### src/rtl/led_status_pkg.sv
// Package: shared condition codes and slot patterns for the status LED block.
// Assumes an 8-slot sequence; bit i of a pattern is the LED value in slot i.
package led_status_pkg;

    localparam int SLOTS  = 8;
    localparam int SLOT_W = $clog2(SLOTS);

    // Condition codes, lower value = higher priority.
    typedef enum logic [2:0] {
        COND_RESET = 3'd0,
        COND_PWR   = 3'd1,
        COND_PGOOD = 3'd2,
        COND_UNCFG = 3'd3,
        COND_IDLE  = 3'd4
    } cond_e;

    localparam logic [SLOTS-1:0] PAT_RESET = 8'b0101_0101;
    localparam logic [SLOTS-1:0] PAT_PWR   = 8'b0001_1111;
    localparam logic [SLOTS-1:0] PAT_PGOOD = 8'b0000_1111;
    localparam logic [SLOTS-1:0] PAT_UNCFG = 8'b0000_0001;

    // Map a condition to its slot pattern; idle has none (all zero).
    function automatic logic [SLOTS-1:0] pattern_of(cond_e c);
        case (c)
            COND_RESET: return PAT_RESET;
            COND_PWR:   return PAT_PWR;
            COND_PGOOD: return PAT_PGOOD;
            COND_UNCFG: return PAT_UNCFG;
            default:    return '0;
        endcase
    endfunction

endpackage

### src/rtl/led_sync.sv
// Module: multi-stage synchronizer for a bus of independent board inputs.
// Assumes each bit is an unrelated level signal; no bus coherency implied.
// RESET_VAL sets each bit's value during reset (chosen as the idle level).
module led_sync #(
    parameter int             W         = 5,
    parameter int             STAGES    = 2,
    parameter logic [W-1:0]   RESET_VAL = '0
) (
    input  logic         clk_i,
    input  logic         rst_n_i,
    input  logic [W-1:0] d_i,
    output logic [W-1:0] q_o
);

    logic [STAGES-1:0][W-1:0] stage_q;

    // Shift the inputs through STAGES flops.
    always_ff @(posedge clk_i) begin
        if (!rst_n_i) begin
            stage_q <= {STAGES{RESET_VAL}};
        end else begin
            stage_q[0] <= d_i;
            for (int s = 1; s < STAGES; s++) begin
                stage_q[s] <= stage_q[s-1];
            end
        end
    end

    assign q_o = stage_q[STAGES-1];

endmodule

### src/rtl/led_prio_select.sv
// Module: fixed-priority selector of the active health condition.
// Assumes synchronized inputs; reset request, power-sense and power-good are
// active low, configuration-done is active high.
module led_prio_select
    import led_status_pkg::*;
(
    input  logic  rst_req_n_i,
    input  logic  pwr_fail_n_i,
    input  logic  pgood_fail_n_i,
    input  logic  cfg_done_i,
    output cond_e cond_o
);

    // Pick the highest-ranked active condition, idle if none.
    always_comb begin
        if (!rst_req_n_i)        cond_o = COND_RESET;
        else if (!pwr_fail_n_i)   cond_o = COND_PWR;
        else if (!pgood_fail_n_i) cond_o = COND_PGOOD;
        else if (!cfg_done_i)     cond_o = COND_UNCFG;
        else                      cond_o = COND_IDLE;
    end

endmodule

### src/rtl/led_slot_timer.sv
// Module: prescaler plus slot counter for the LED pattern sequencer.
// Produces a slot index that advances every DIV clocks and wraps after the
// last slot. restart_i clears both counters in the same cycle.
module led_slot_timer #(
    parameter int DIV    = 4,
    parameter int SLOT_W = 3
) (
    input  logic              clk_i,
    input  logic              rst_n_i,
    input  logic              restart_i,
    output logic              tick_o,
    output logic [SLOT_W-1:0] slot_o
);

    localparam int PW = (DIV > 1) ? $clog2(DIV) : 1;
    localparam logic [PW-1:0] LAST = PW'(DIV - 1);

    logic [PW-1:0]     presc_q;
    logic [SLOT_W-1:0] slot_q;

    assign tick_o = (presc_q == LAST);
    assign slot_o = slot_q;

    // Count clocks within a slot and step the slot on the last one.
    always_ff @(posedge clk_i) begin
        if (!rst_n_i) begin
            presc_q <= '0;
            slot_q  <= '0;
        end else if (restart_i) begin
            presc_q <= '0;
            slot_q  <= '0;
        end else if (tick_o) begin
            presc_q <= '0;
            slot_q  <= slot_q + 1'b1;
        end else begin
            presc_q <= presc_q + 1'b1;
        end
    end

endmodule

### src/rtl/led_prio_pattern.sv
// Module: top of the prioritized status LED pattern generator.
// Synchronizes the board inputs, selects the winning condition, restarts the
// slot sequence on every change of winner and plays that condition's pattern.
// When idle, the LED mirrors the synchronized FPGA pass-through.
// Assumes CLK_HZ >= SLOT_HZ; a quotient below one is treated as one.
module led_prio_pattern
    import led_status_pkg::*;
#(
    parameter int CLK_HZ      = 25_000_000,
    parameter int SLOT_HZ     = 6,
    parameter int SYNC_STAGES = 2
) (
    input  logic clk_i,
    input  logic rst_n_i,
    input  logic rst_req_n_i,
    input  logic pwr_fail_n_i,
    input  logic pgood_fail_n_i,
    input  logic cfg_done_i,
    input  logic fpga_led_i,
    output logic led_o
);

    localparam int DIV = (CLK_HZ / SLOT_HZ < 1) ? 1 : CLK_HZ / SLOT_HZ;
    localparam int NIN = 5;
    // Bit order: {fpga_led, cfg_done, pgood_fail_n, pwr_fail_n, rst_req_n}.
    localparam logic [NIN-1:0] SYNC_IDLE = 5'b01111;

    logic [NIN-1:0]    raw_in;
    logic [NIN-1:0]    sync_in;
    cond_e             cond_sel;
    cond_e             cond_q;
    logic              cond_chg;
    logic              slot_tick;
    logic [SLOT_W-1:0] slot_q;
    logic [SLOTS-1:0]  cur_pat;
    logic              pass_s;

    assign raw_in = {fpga_led_i, cfg_done_i, pgood_fail_n_i, pwr_fail_n_i, rst_req_n_i};

    led_sync #(
        .W         (NIN),
        .STAGES    (SYNC_STAGES),
        .RESET_VAL (SYNC_IDLE)
    ) sync_i (
        .clk_i   (clk_i),
        .rst_n_i (rst_n_i),
        .d_i     (raw_in),
        .q_o     (sync_in)
    );

    led_prio_select sel_i (
        .rst_req_n_i    (sync_in[0]),
        .pwr_fail_n_i   (sync_in[1]),
        .pgood_fail_n_i (sync_in[2]),
        .cfg_done_i     (sync_in[3]),
        .cond_o         (cond_sel)
    );

    assign pass_s   = sync_in[4];
    assign cond_chg = (cond_sel != cond_q);

    // Register the winning condition; a difference marks a restart.
    always_ff @(posedge clk_i) begin
        if (!rst_n_i) cond_q <= COND_IDLE;
        else          cond_q <= cond_sel;
    end

    led_slot_timer #(
        .DIV    (DIV),
        .SLOT_W (SLOT_W)
    ) timer_i (
        .clk_i     (clk_i),
        .rst_n_i   (rst_n_i),
        .restart_i (cond_chg),
        .tick_o    (slot_tick),
        .slot_o    (slot_q)
    );

    // Look up the pattern and mux in the pass-through when idle.
    always_comb begin
        cur_pat = pattern_of(cond_q);
        if (cond_q == COND_IDLE) led_o = pass_s;
        else                     led_o = cur_pat[slot_q];
    end

endmodule

### config.mk
export PLATFORM = sky130hd
export DESIGN_NAME = led_prio_pattern
export DESIGN_NICKNAME = d
export VERILOG_FILES = /design/src/rtl/led_status_pkg.sv /design/src/rtl/led_sync.sv /design/src/rtl/led_prio_select.sv /design/src/rtl/led_slot_timer.sv /design/src/rtl/led_prio_pattern.sv
export SDC_FILE = /design/constraint.sdc
export NUM_CORES = 1
export LEC_CHECK = 0
export ABC_AREA = 0
export BUFFER_PORTS_ARGS = -buffer_cell sky130_fd_sc_hd__buf_2
export CORE_MARGIN = 2
export CORE_UTILIZATION = 59
export DETAILED_ROUTE_END_ITERATION = 12
export PLACE_DENSITY = 0.77
export RECOVER_POWER = 100
export SLEW_MARGIN = 20
export SYNTH_ARGS = -nofsm -noshare
export SYNTH_HDL_FRONTEND = slang
export SYNTH_HIERARCHICAL = 1
export SYNTH_SLANG_ARGS = --single-unit
### constraint.sdc
create_clock -name clk_i -period 2.16 [get_ports clk_i]
set_input_delay 0.432 -clock clk_i [delete_from_list [all_inputs] [get_ports clk_i]]
set_output_delay 0.432 -clock clk_i [all_outputs]
set_load 0.01 [all_outputs]
==> results.sh, run 1 <==
export IMPL_drive_gt1_share_pct=11.52
export IMPL_max_freq_mhz=503.2
export IMPL_netlist_area_sq_um=1664
export IMPL_row_count=19
export IMPL_status="finished, final reports clean"
export IMPL_crit_path_start_kind="register"
export IMPL_via_per_inst=5.820
export IMPL_min_period_ps=1987
export IMPL_tns_ps=0
export IMPL_finalHoldViolCount=0
export IMPL_cts_setup_buffers=0
export IMPL_dpl_worst_slack_ps=268.2
export IMPL_wl_per_cell_microns=12.78
export IMPL_drtPass1Iterations=4
export IMPL_antenna_found_initial=0
export IMPL_powerDensity_nw_per_um2=716.9
export IMPL_required_ps=2400
export IMPL_finalMaxSlewViolations=0
export IMPL_stdcell_count=222
export IMPL_max_vdd_ir_drop_uv=593.2
export IMPL_clockRootBuffer="clkbuf_4"
export IMPL_drc=0
export IMPL_finalSetupViolations=0
export IMPL_nets=200
export IMPL_drtIter0Drc=41
export IMPL_cts_hold_buf=0
export IMPL_initial_utilization_pct=61.40
export IMPL_vias=1292
export IMPL_worst_skew_pair_late_latency_ps=340
export IMPL_end_kind="register"
export IMPL_ys_warn_count=6
export IMPL_hold_start="rst_req_n_i"
export IMPL_crit_path_start="timer_i/presc_q[9]$_SDFF_PP0_"
export IMPL_worstPathMaxFanout=15
export IMPL_synth_fp_nets=191
export IMPL_cts_tree="built"
export IMPL_htree_levels=2
export IMPL_dpl_cell_count=214
export IMPL_clock_skew_ps=3.570
export IMPL_globalRouteOverflowTotal=0
export IMPL_die_h_microns=57.11
export IMPL_die_area_sq_um=3262
export IMPL_syn_inst=181
export IMPL_grt_first_pass_wirelength_mm=5.175
export IMPL_fillCellCount=242
export IMPL_final_period_utilization_pct=92.00
export IMPL_grtUsageTotal_pct=20.33
export IMPL_p_total_mw=1.267
export IMPL_tightest_slew_ps=472.0
export IMPL_routed_wl_mm=2.838
export IMPL_hpwlAfterDp_mm=2.049
export IMPL_crit_arrival_ps=2220
export IMPL_worst_slack_ps=172.8
export IMPL_rsz0062_at_grt="no"
export IMPL_grt_max_degree=16
export IMPL_min_path_type="input port to register"
export IMPL_grt_pass1_vias=1253
export IMPL_leakagePower_nw=0.5956
export IMPL_max_cap_violations=0
export IMPL_place_congestion=0.7748
export IMPL_post_cts_resized=0
export IMPL_whs_ps=260.2
export IMPL_syn_avg_cell_area_sq_um=9.194
export IMPL_num_antenna_cells=0
export IMPL_clock_sinks=38
export IMPL_cts_buffers=5
export IMPL_die_w_microns=57.11
export IMPL_path_class="register to register"
export IMPL_slew_headroom_pct=68.53
export IMPL_ios=8
export IMPL_clkSlewWorstSetupHoldPaths_ps=110
export IMPL_r2r_start="timer_i/presc_q[9]$_SDFF_PP0_"
export IMPL_antenna_left=0
export IMPL_portBuffers=7
export IMPL_clockBufferDepth=2
export IMPL_coreArea_sq_um=2710
export IMPL_area_delta_synth_final_pct=6.165
==> sequential cells by signal, indices dropped and copies added, names as in the netlist <==
name,cells
cond_q,3
sync_i/q_o,5
sync_i/stage_q,5
timer_i/presc_q,22
timer_i/slot_o,3
==> cells in the final DEF (no fill, tap or decap) <==
cell type    n
xor2_1       6
nand4_1      4
a31oi_1      1
or4b_1       2
nand2_1      7
or2b_2       1
nand3_1     12
nand2b_1    10
and3_1       2
buf_4        1
or4_1        6
xnor2_1      8
nor2b_1      1
clkbuf_4     5
a211o_2      1
buf_2        6
nand4_2      1
o21ai_0      7
a21oi_1     13
nor3_1       2
o21bai_1     1
a21o_1       1
clkbuf_1     2
clkbuf_2     1
o31ai_1      5
nor4b_1      3
bufinv_16    1
and4_2       1
and3_2       2
or3_1        8
dfxtp_1     38
and2_1       2
inv_1        6
a21boi_0     1
nor2_1      16
ha_1         3
and2_0       2
clkinvlp_4   2
==> per-layer routing <==
metal,up-vias,track usage [%],wire [microns]
met5,-,0,0
met1,605,23.85,1275
met4,0,9.635,66
met3,9,6.122,105
met2,23,33.99,1390
li1,655,-,-
==> critical path, cell delays in order (launching register included) <==
cell and delay (ps):
dfxtp_1 370, or4b_1 530, or3_1 420, o21bai_1 190
buf_2 290, nor2_1 80
==> power by group <==
group	internal [mW]	switching, mW
combinational	0.0291	0.0344
sequential	0.715	0.0115
clock	0.243	0.234
==> per-stage QoR <==
stage	instance area, sq um	utilization [%]
6_report	1767	65.19
5_1_grt	1767	65.19
4_1_cts	1779	65.65
3_5_place_dp	1697	62.60
3_3_place_gp	1697	62.60
2_1_floorplan	1664	-
==> worst paths after layout <==
kind | endpoint | slack, ps | cells past startpoint
setup / recovery | timer_i/presc_q[5]$_SDFF_PP0_ | 170 | 5
hold / removal | sync_i/stage_q[0]$_SDFF_PN1_ | 260 | 2
setup reg to reg | timer_i/presc_q[5]$_SDFF_PP0_ | 170 | 5
hold reg to reg | sync_i/q_o[1]$_SDFF_PN1_ | 420 | 1
==> cell type report <==
class,instances,area (sq um),area share [%]
clock buffers,5,37.54,2.125
inverters,6,22.52,1.275
flip-flops and latches,38,760.7,43.06
multi-input cells,129,812.0,45.96
clock inverters,3,45.04,2.550
well taps,31,38.79,2.195
repair buffers,10,50.05,2.833
Note: power is estimated with default switching activity, not from simulation.
==> inputs of run 2 (changes only) <==
CORE_UTILIZATION = 37   (was 59)
PLACE_DENSITY = not set   (was 0.77)
==> results.sh, run 2 (synthesized netlist as in run 1, its figures left out) <==
export IMPL_crit_path_start_kind="register"
export IMPL_antenna_found_initial=0
export IMPL_grtUsageTotal_pct=11.65
export IMPL_tns_ps=0
export IMPL_nets=198
export IMPL_clockBufferDepth=2
export IMPL_max_vdd_ir_drop_uv=465.5
export IMPL_tightest_slew_ps=503.7
export IMPL_cts_tree="built"
export IMPL_finalSetupViolations=0
export IMPL_leakagePower_nw=0.6102
export IMPL_status="finished, final reports clean"
export IMPL_worst_skew_pair_late_latency_ps=280
export IMPL_ios=8
export IMPL_coreArea_sq_um=4354
export IMPL_finalMaxSlewViolations=0
export IMPL_dpl_cell_count=233
export IMPL_min_path_type="input port to register"
export IMPL_globalRouteOverflowTotal=0
export IMPL_grt_max_degree=23
export IMPL_hpwlAfterDp_mm=1.818
export IMPL_cts_hold_buf=0
export IMPL_place_congestion=0.7992
export IMPL_antenna_left=0
export IMPL_grtUsageMet2_pct=18.80
export IMPL_hold_start="rst_req_n_i"
export IMPL_hold_depth=2
export IMPL_met3_usage_pct=2.707
export IMPL_cts_setup_buffers=0
export IMPL_via_per_inst=5.108
export IMPL_row_count=24
export IMPL_largest_reg_flops=22
export IMPL_die_area_sq_um=5050
export IMPL_reg2reg_slack_ps=200
export IMPL_crit_arrival_ps=2180
export IMPL_post_cts_resized=0
export IMPL_r2r_end="timer_i/presc_q[20]$_SDFF_PP0_"
export IMPL_routed_wl_mm=2.688
export IMPL_drtIter0Drc=61
export IMPL_r2r_start="timer_i/presc_q[0]$_SDFF_PP0_"
export IMPL_min_period_ps=1963
export IMPL_final_cell_mix="38 x dfxtp_1, 16 x nor2_1, 13 x a21oi_1"
export IMPL_portBuffers=7
export IMPL_num_antenna_cells=0
export IMPL_die_w_microns=71.07
export IMPL_slew_headroom_pct=66.42
export IMPL_grt_first_pass_wirelength_mm=4.678
export IMPL_htree_levels=2
export IMPL_stdcell_count=240
export IMPL_fillCellCount=436
export IMPL_worstPathMaxFanout=9
export IMPL_grt_busiest_layer="met2"
export IMPL_whs_ps=327.5
export IMPL_vias=1226
export IMPL_grt_pass1_vias=1120
export IMPL_max_freq_mhz=509.5
export IMPL_rsz0062_at_grt="no"
export IMPL_clkSlewWorstSetupHoldPaths_ps=70
export IMPL_end_kind="register"
export IMPL_die_h_microns=71.07
export IMPL_drtPass1Iterations=4
export IMPL_final_common_cell="dfxtp_1"
export IMPL_initial_utilization_pct=38.22
export IMPL_clockRootBuffer="clkbuf_8"
export IMPL_finalHoldViolCount=0
export IMPL_r2r_cells=5
export IMPL_grt_use_met1_pct=13.53
export IMPL_path_class="register to register"
export IMPL_cts_buffers=5
export IMPL_drc=0
export IMPL_required_ps=2380
export IMPL_worst_hold_path_endpoint="sync_i/stage_q[0]$_SDFF_PN1_"
export IMPL_clock_skew_ps=7.628
export IMPL_final_period_utilization_pct=90.86
export IMPL_top_register="timer_i/presc_q"
export IMPL_wl_per_cell_microns=11.20
export IMPL_drive_gt1_share_pct=10.11
export IMPL_max_cap_violations=0
export IMPL_area_delta_synth_final_pct=8.947
export IMPL_powerDensity_nw_per_um2=768.7
export IMPL_clock_sinks=38
-- run 2: layout make-up --
cell class / count / area [sq um] / share of cell area [%]
Inverter: 6 / 22.52 / 1.242
Multi-Input combinational cell: 129 / 812.0 / 44.79
Sequential cell: 38 / 760.7 / 41.96
Clock inverter: 1 / 30.03 / 1.656
Tap cell: 52 / 65.06 / 3.589
Clock buffer: 6 / 82.58 / 4.555
Timing Repair Buffer: 8 / 40.04 / 2.208
-- run 2: worst max-delay path by stage --
stage	from	to	slack, ps
2_1_floorplan	timer_i/presc_q[11]$_SDFF_PP0_	timer_i/presc_q[18]$_SDFF_PP0_	370
3_3_place_gp	timer_i/presc_q[0]$_SDFF_PP0_	timer_i/presc_q[20]$_SDFF_PP0_	250
3_5_place_dp	timer_i/presc_q[0]$_SDFF_PP0_	timer_i/presc_q[20]$_SDFF_PP0_	220
4_1_cts	timer_i/presc_q[0]$_SDFF_PP0_	timer_i/presc_q[20]$_SDFF_PP0_	200
5_1_grt	timer_i/presc_q[0]$_SDFF_PP0_	timer_i/presc_q[20]$_SDFF_PP0_	20
6_report	timer_i/presc_q[0]$_SDFF_PP0_	timer_i/presc_q[20]$_SDFF_PP0_	200
-- run 2: where the power goes --
group	leakage [nW]	internal (mW)	total [mW]	switching, mW
Sequential	0.309	0.715	0.726	0.0110
Combinational	0.244	0.0288	0.0634	0.0346
Clock	0.0573	0.369	0.604	0.235
Total	0.610	1.11	1.39	0.280
-- run 2: worst max-delay path, stage by stage, from the launching register on --
cell and delay, ps:
dfxtp_1 420, ha_1 260, and3_1 230, nand4_1 300, or4_1 560, a21oi_1 140
-- run 2: routing by layer --
metal	wire length, microns	vias to the layer above	part of all wire [%]
li1	-	651	-
met1	1360	563	51
met3	60	2	2.2
met2	1231	10	46
met4	36	0	1.3
met5	0	-	0
-- run 2: per-stage QoR --
stage | utilization (%) | power [mW] | area (sq um) | setup WS (ps)
after floorplan | - | 0.7961 | 1664 | 371.3
after detailed placement | 39.22 | 0.8084 | 1708 | 223.0
after CTS | 41.81 | 1.415 | 1821 | 202.0
after global placement | 39.22 | 0.8071 | 1708 | 254.9
final | 41.64 | 1.394 | 1813 | 197.4
after global routing | 41.64 | 1.454 | 1813 | 23.81
==> inputs of run 3 (changes only) <==
CTS_CLUSTER_SIZE = 10   (was not set)
SYNTH_HIERARCHICAL = not set   (was 1)
==> results.sh, run 3 <==
export IMPL_p_switching_uw=295.6
export IMPL_antenna_found_initial=0
export IMPL_slowest_stage="or4_1"
export IMPL_min_period_ps=1917
export IMPL_cts_buffers=5
export IMPL_cp_cell_sequence="or4_1, nor4_4, nand2_2, nand4_2, nor2_1"
export IMPL_cts_setup_buffers=0
export IMPL_die_h_microns=69.69
export IMPL_via_per_inst=4.858
export IMPL_crit_path_start_kind="register"
export IMPL_synth_async_reset_ratio_pct=0
export IMPL_rsz0062_at_grt="no"
export IMPL_post_cts_resized=0
export IMPL_max_vdd_ir_drop_uv=508.1
export IMPL_max_cap_violations=0
export IMPL_worstPathMaxFanout=22
export IMPL_place_congestion=0.8930
export IMPL_stdcell_count=233
export IMPL_crit_path_start="timer_i.presc_q[7]$_SDFF_PP0_"
export IMPL_synth_area_leaders="dfxtp_1 48%, nor2_1 7.1%, xnor2_1 6.6%, xor2_1 5.5%, nand2b_1 3.5%"
export IMPL_wl_per_cell_microns=11.50
export IMPL_leakagePower_nw=0.5951
export IMPL_reg2reg_slack_ps=240
export IMPL_tightest_slew_ps=573.5
export IMPL_slew_headroom_pct=61.68
export IMPL_power_share_clock_pct=38.1
export IMPL_cts_hold_buf=0
export IMPL_die_area_sq_um=4857
export IMPL_drtPass1Iterations=4
export IMPL_hpwlAfterDp_mm=2.017
export IMPL_required_ps=2320
export IMPL_yosysMostFrequentCell="dfxtp_1"
export IMPL_synthTopCellsByCount="38 x dfxtp_1, 30 x nor2_1, 12 x xnor2_1"
export IMPL_drive_gt1_share_pct=11.48
export IMPL_final_cell_mix="38 x dfxtp_1, 30 x nor2_1, 12 x xnor2_1"
export IMPL_synth_edf_count=0
export IMPL_yosysTopAreaCellShare_pct=47.65
export IMPL_seqPwrFrac_pct=57.5
export IMPL_area_delta_synth_final_pct=10.66
export IMPL_drtIter0Drc=24
export IMPL_portBuffers=7
export IMPL_path_class="register to register"
export IMPL_row_count=23
export IMPL_powerDensity_nw_per_um2=711.9
export IMPL_syn_inst=169
export IMPL_final_util_pct=43.23
export IMPL_cts_tree="built"
export IMPL_globalRouteOverflowTotal=0
export IMPL_tns_ps=0
export IMPL_ys_flop_type="dfxtp_1"
export IMPL_clock_skew_ps=6.237
export IMPL_ios=8
export IMPL_grtUsageTotal_pct=12.32
export IMPL_p_int_uw=962.0
export IMPL_power_frac_comb_pct=4.3
export IMPL_initial_utilization_pct=39.07
export IMPL_largest_reg_flops=22
export IMPL_grt_max_degree=23
export IMPL_antenna_left=0
export IMPL_final_common_cell="dfxtp_1"
export IMPL_num_antenna_cells=0
export IMPL_slowest_delay_ps=570
export IMPL_ys_warn_count=0
export IMPL_top_register="timer_i.presc_q"
export IMPL_finalHoldViolCount=0
export IMPL_crit_arrival_ps=2070
export IMPL_clockRootBuffer="clkbuf_8"
export IMPL_routed_wl_mm=2.679
export IMPL_htree_levels=2
export IMPL_drc=0
export IMPL_synth_cell_types=35
export IMPL_synth_seq_area_share_pct=47.65
export IMPL_finalSetupViolations=0
export IMPL_synth_ff_latch_count=38
export IMPL_min_path_type="input port to register"
export IMPL_netlist_area_sq_um=1597
export IMPL_vias=1132
export IMPL_clkSlewWorstSetupHoldPaths_ps=80
export IMPL_synth_top_area_cell="dfxtp_1"
export IMPL_coreArea_sq_um=4086
export IMPL_grt_pass1_vias=1134
export IMPL_swShare_pct=23.50
export IMPL_syn_avg_cell_area_sq_um=9.447
export IMPL_r2r_start="timer_i.presc_q[7]$_SDFF_PP0_"
export IMPL_status="finished, final reports clean"
export IMPL_endpoint="timer_i.presc_q[10]$_SDFF_PP0_"
export IMPL_grt_first_pass_wirelength_mm=4.830
export IMPL_finalMaxSlewViolations=0
export IMPL_die_w_microns=69.69
export IMPL_nets=192
export IMPL_end_kind="register"
export IMPL_r2r_cells=5
export IMPL_final_period_utilization_pct=88.74
export IMPL_r2r_end="timer_i.presc_q[10]$_SDFF_PP0_"
export IMPL_dpl_cell_count=225
export IMPL_clockBufferDepth=2
export IMPL_clock_sinks=38
export IMPL_synth_fp_nets=179
export IMPL_worst_skew_pair_late_latency_ps=290
export IMPL_max_freq_mhz=521.7
-- run 3: cell count changes in the layout (fill, tap and decap cells not counted), sizes merged, moves of 3 or more --
cell / before / now
nor2: 16 / 30
a21oi: 13 / 4
or3: 8 / 0
o21ai: 7 / 2
o31ai: 5 / 0
or4: 6 / 1
xnor2: 8 / 12
xor2: 6 / 10
nand2: 7 / 10
nor4: 0 / 3
nor4b: 3 / 0
-- run 3: how the worst min path moves through the flow --
| stage | to | from | depth (start not counted) |
|---|---|---|---|
| after floorplan | sync_i.q_o[0]$_SDFF_PN1_ | sync_i.stage_q[0]$_SDFF_PN1_ | 1 |
| after global placement | sync_i.q_o[3]$_SDFF_PN1_ | sync_i.stage_q[3]$_SDFF_PN1_ | 1 |
| after detailed placement | sync_i.q_o[2]$_SDFF_PN1_ | sync_i.stage_q[2]$_SDFF_PN1_ | 1 |
| after CTS | sync_i.stage_q[0]$_SDFF_PN1_ | rst_req_n_i | 2 |
| after global routing | sync_i.stage_q[3]$_SDFF_PN1_ | cfg_done_i | 2 |
| final | sync_i.stage_q[3]$_SDFF_PN1_ | cfg_done_i | 2 |
-- run 3: per-stage QoR --
stage                     hold slack (ps)  cell area (sq um)  power [mW]  setup WS [ps]
after floorplan                     386.3               1597      0.7857          517.3
after global placement              390.1               1683      0.7951          332.4
after detailed placement            391.6               1683      0.7969          247.1
after CTS                           313.8               1773       1.281          237.6
after global routing                316.2               1767       1.318          58.58
final                               320.1               1767       1.258          243.1
-- run 3: kinds of logic (layout without fill, tap and decap cells) --
kind of cell | Yosys count | after routing | synth area share [%]
compound gates | 9 | 9 | 3.449
xor+xnor | 22 | 22 | 12.07
fa+ha+maj | 3 | 3 | 2.351
buf+inv | 8 | 22 | 2.821
flops | 38 | 38 | 47.65
mux | 2 | 2 | 1.254
simple gates | 87 | 87 | 30.41
-- run 3: cell type report --
type | count | area, sq um
clock buffer | 5 | 68.82
sequential | 38 | 760.7
inverter | 5 | 18.77
tap | 50 | 62.56
timing repair buffer | 9 | 47.55
fill | 436 | 2320
clock inverter | 3 | 21.27
multi-input combinational | 123 | 787.0
-- run 3: routing by layer --
| metal | track usage (%) | up-vias | routed length (microns) |
|---|---|---|---|
| met5 | 0 | - | 0 |
| met4 | 5.128 | 0 | 29 |
| met3 | 3.488 | 4 | 66 |
| met2 | 20.94 | 5 | 1342 |
| met1 | 14.53 | 534 | 1240 |
| li1 | - | 589 | - |
-- run 3: power by group through the flow --
stage	clock, mW	sequential, mW	combinational [mW]
2_1_floorplan	0	0.738	0.0475
3_3_place_gp	0	0.740	0.0551
3_5_place_dp	0	0.740	0.0568
4_1_cts	0.501	0.723	0.0570
5_1_grt	0.529	0.726	0.0629
6_report	0.480	0.723	0.0545
-- run 3: worst max-delay path, delay by kind of cell (launching register included) --
| kind | cells | cell delay (ps) |
|---|---|---|
| DFF | 1 | 340 |
| and+or+nand+nor | 5 | 1450 |
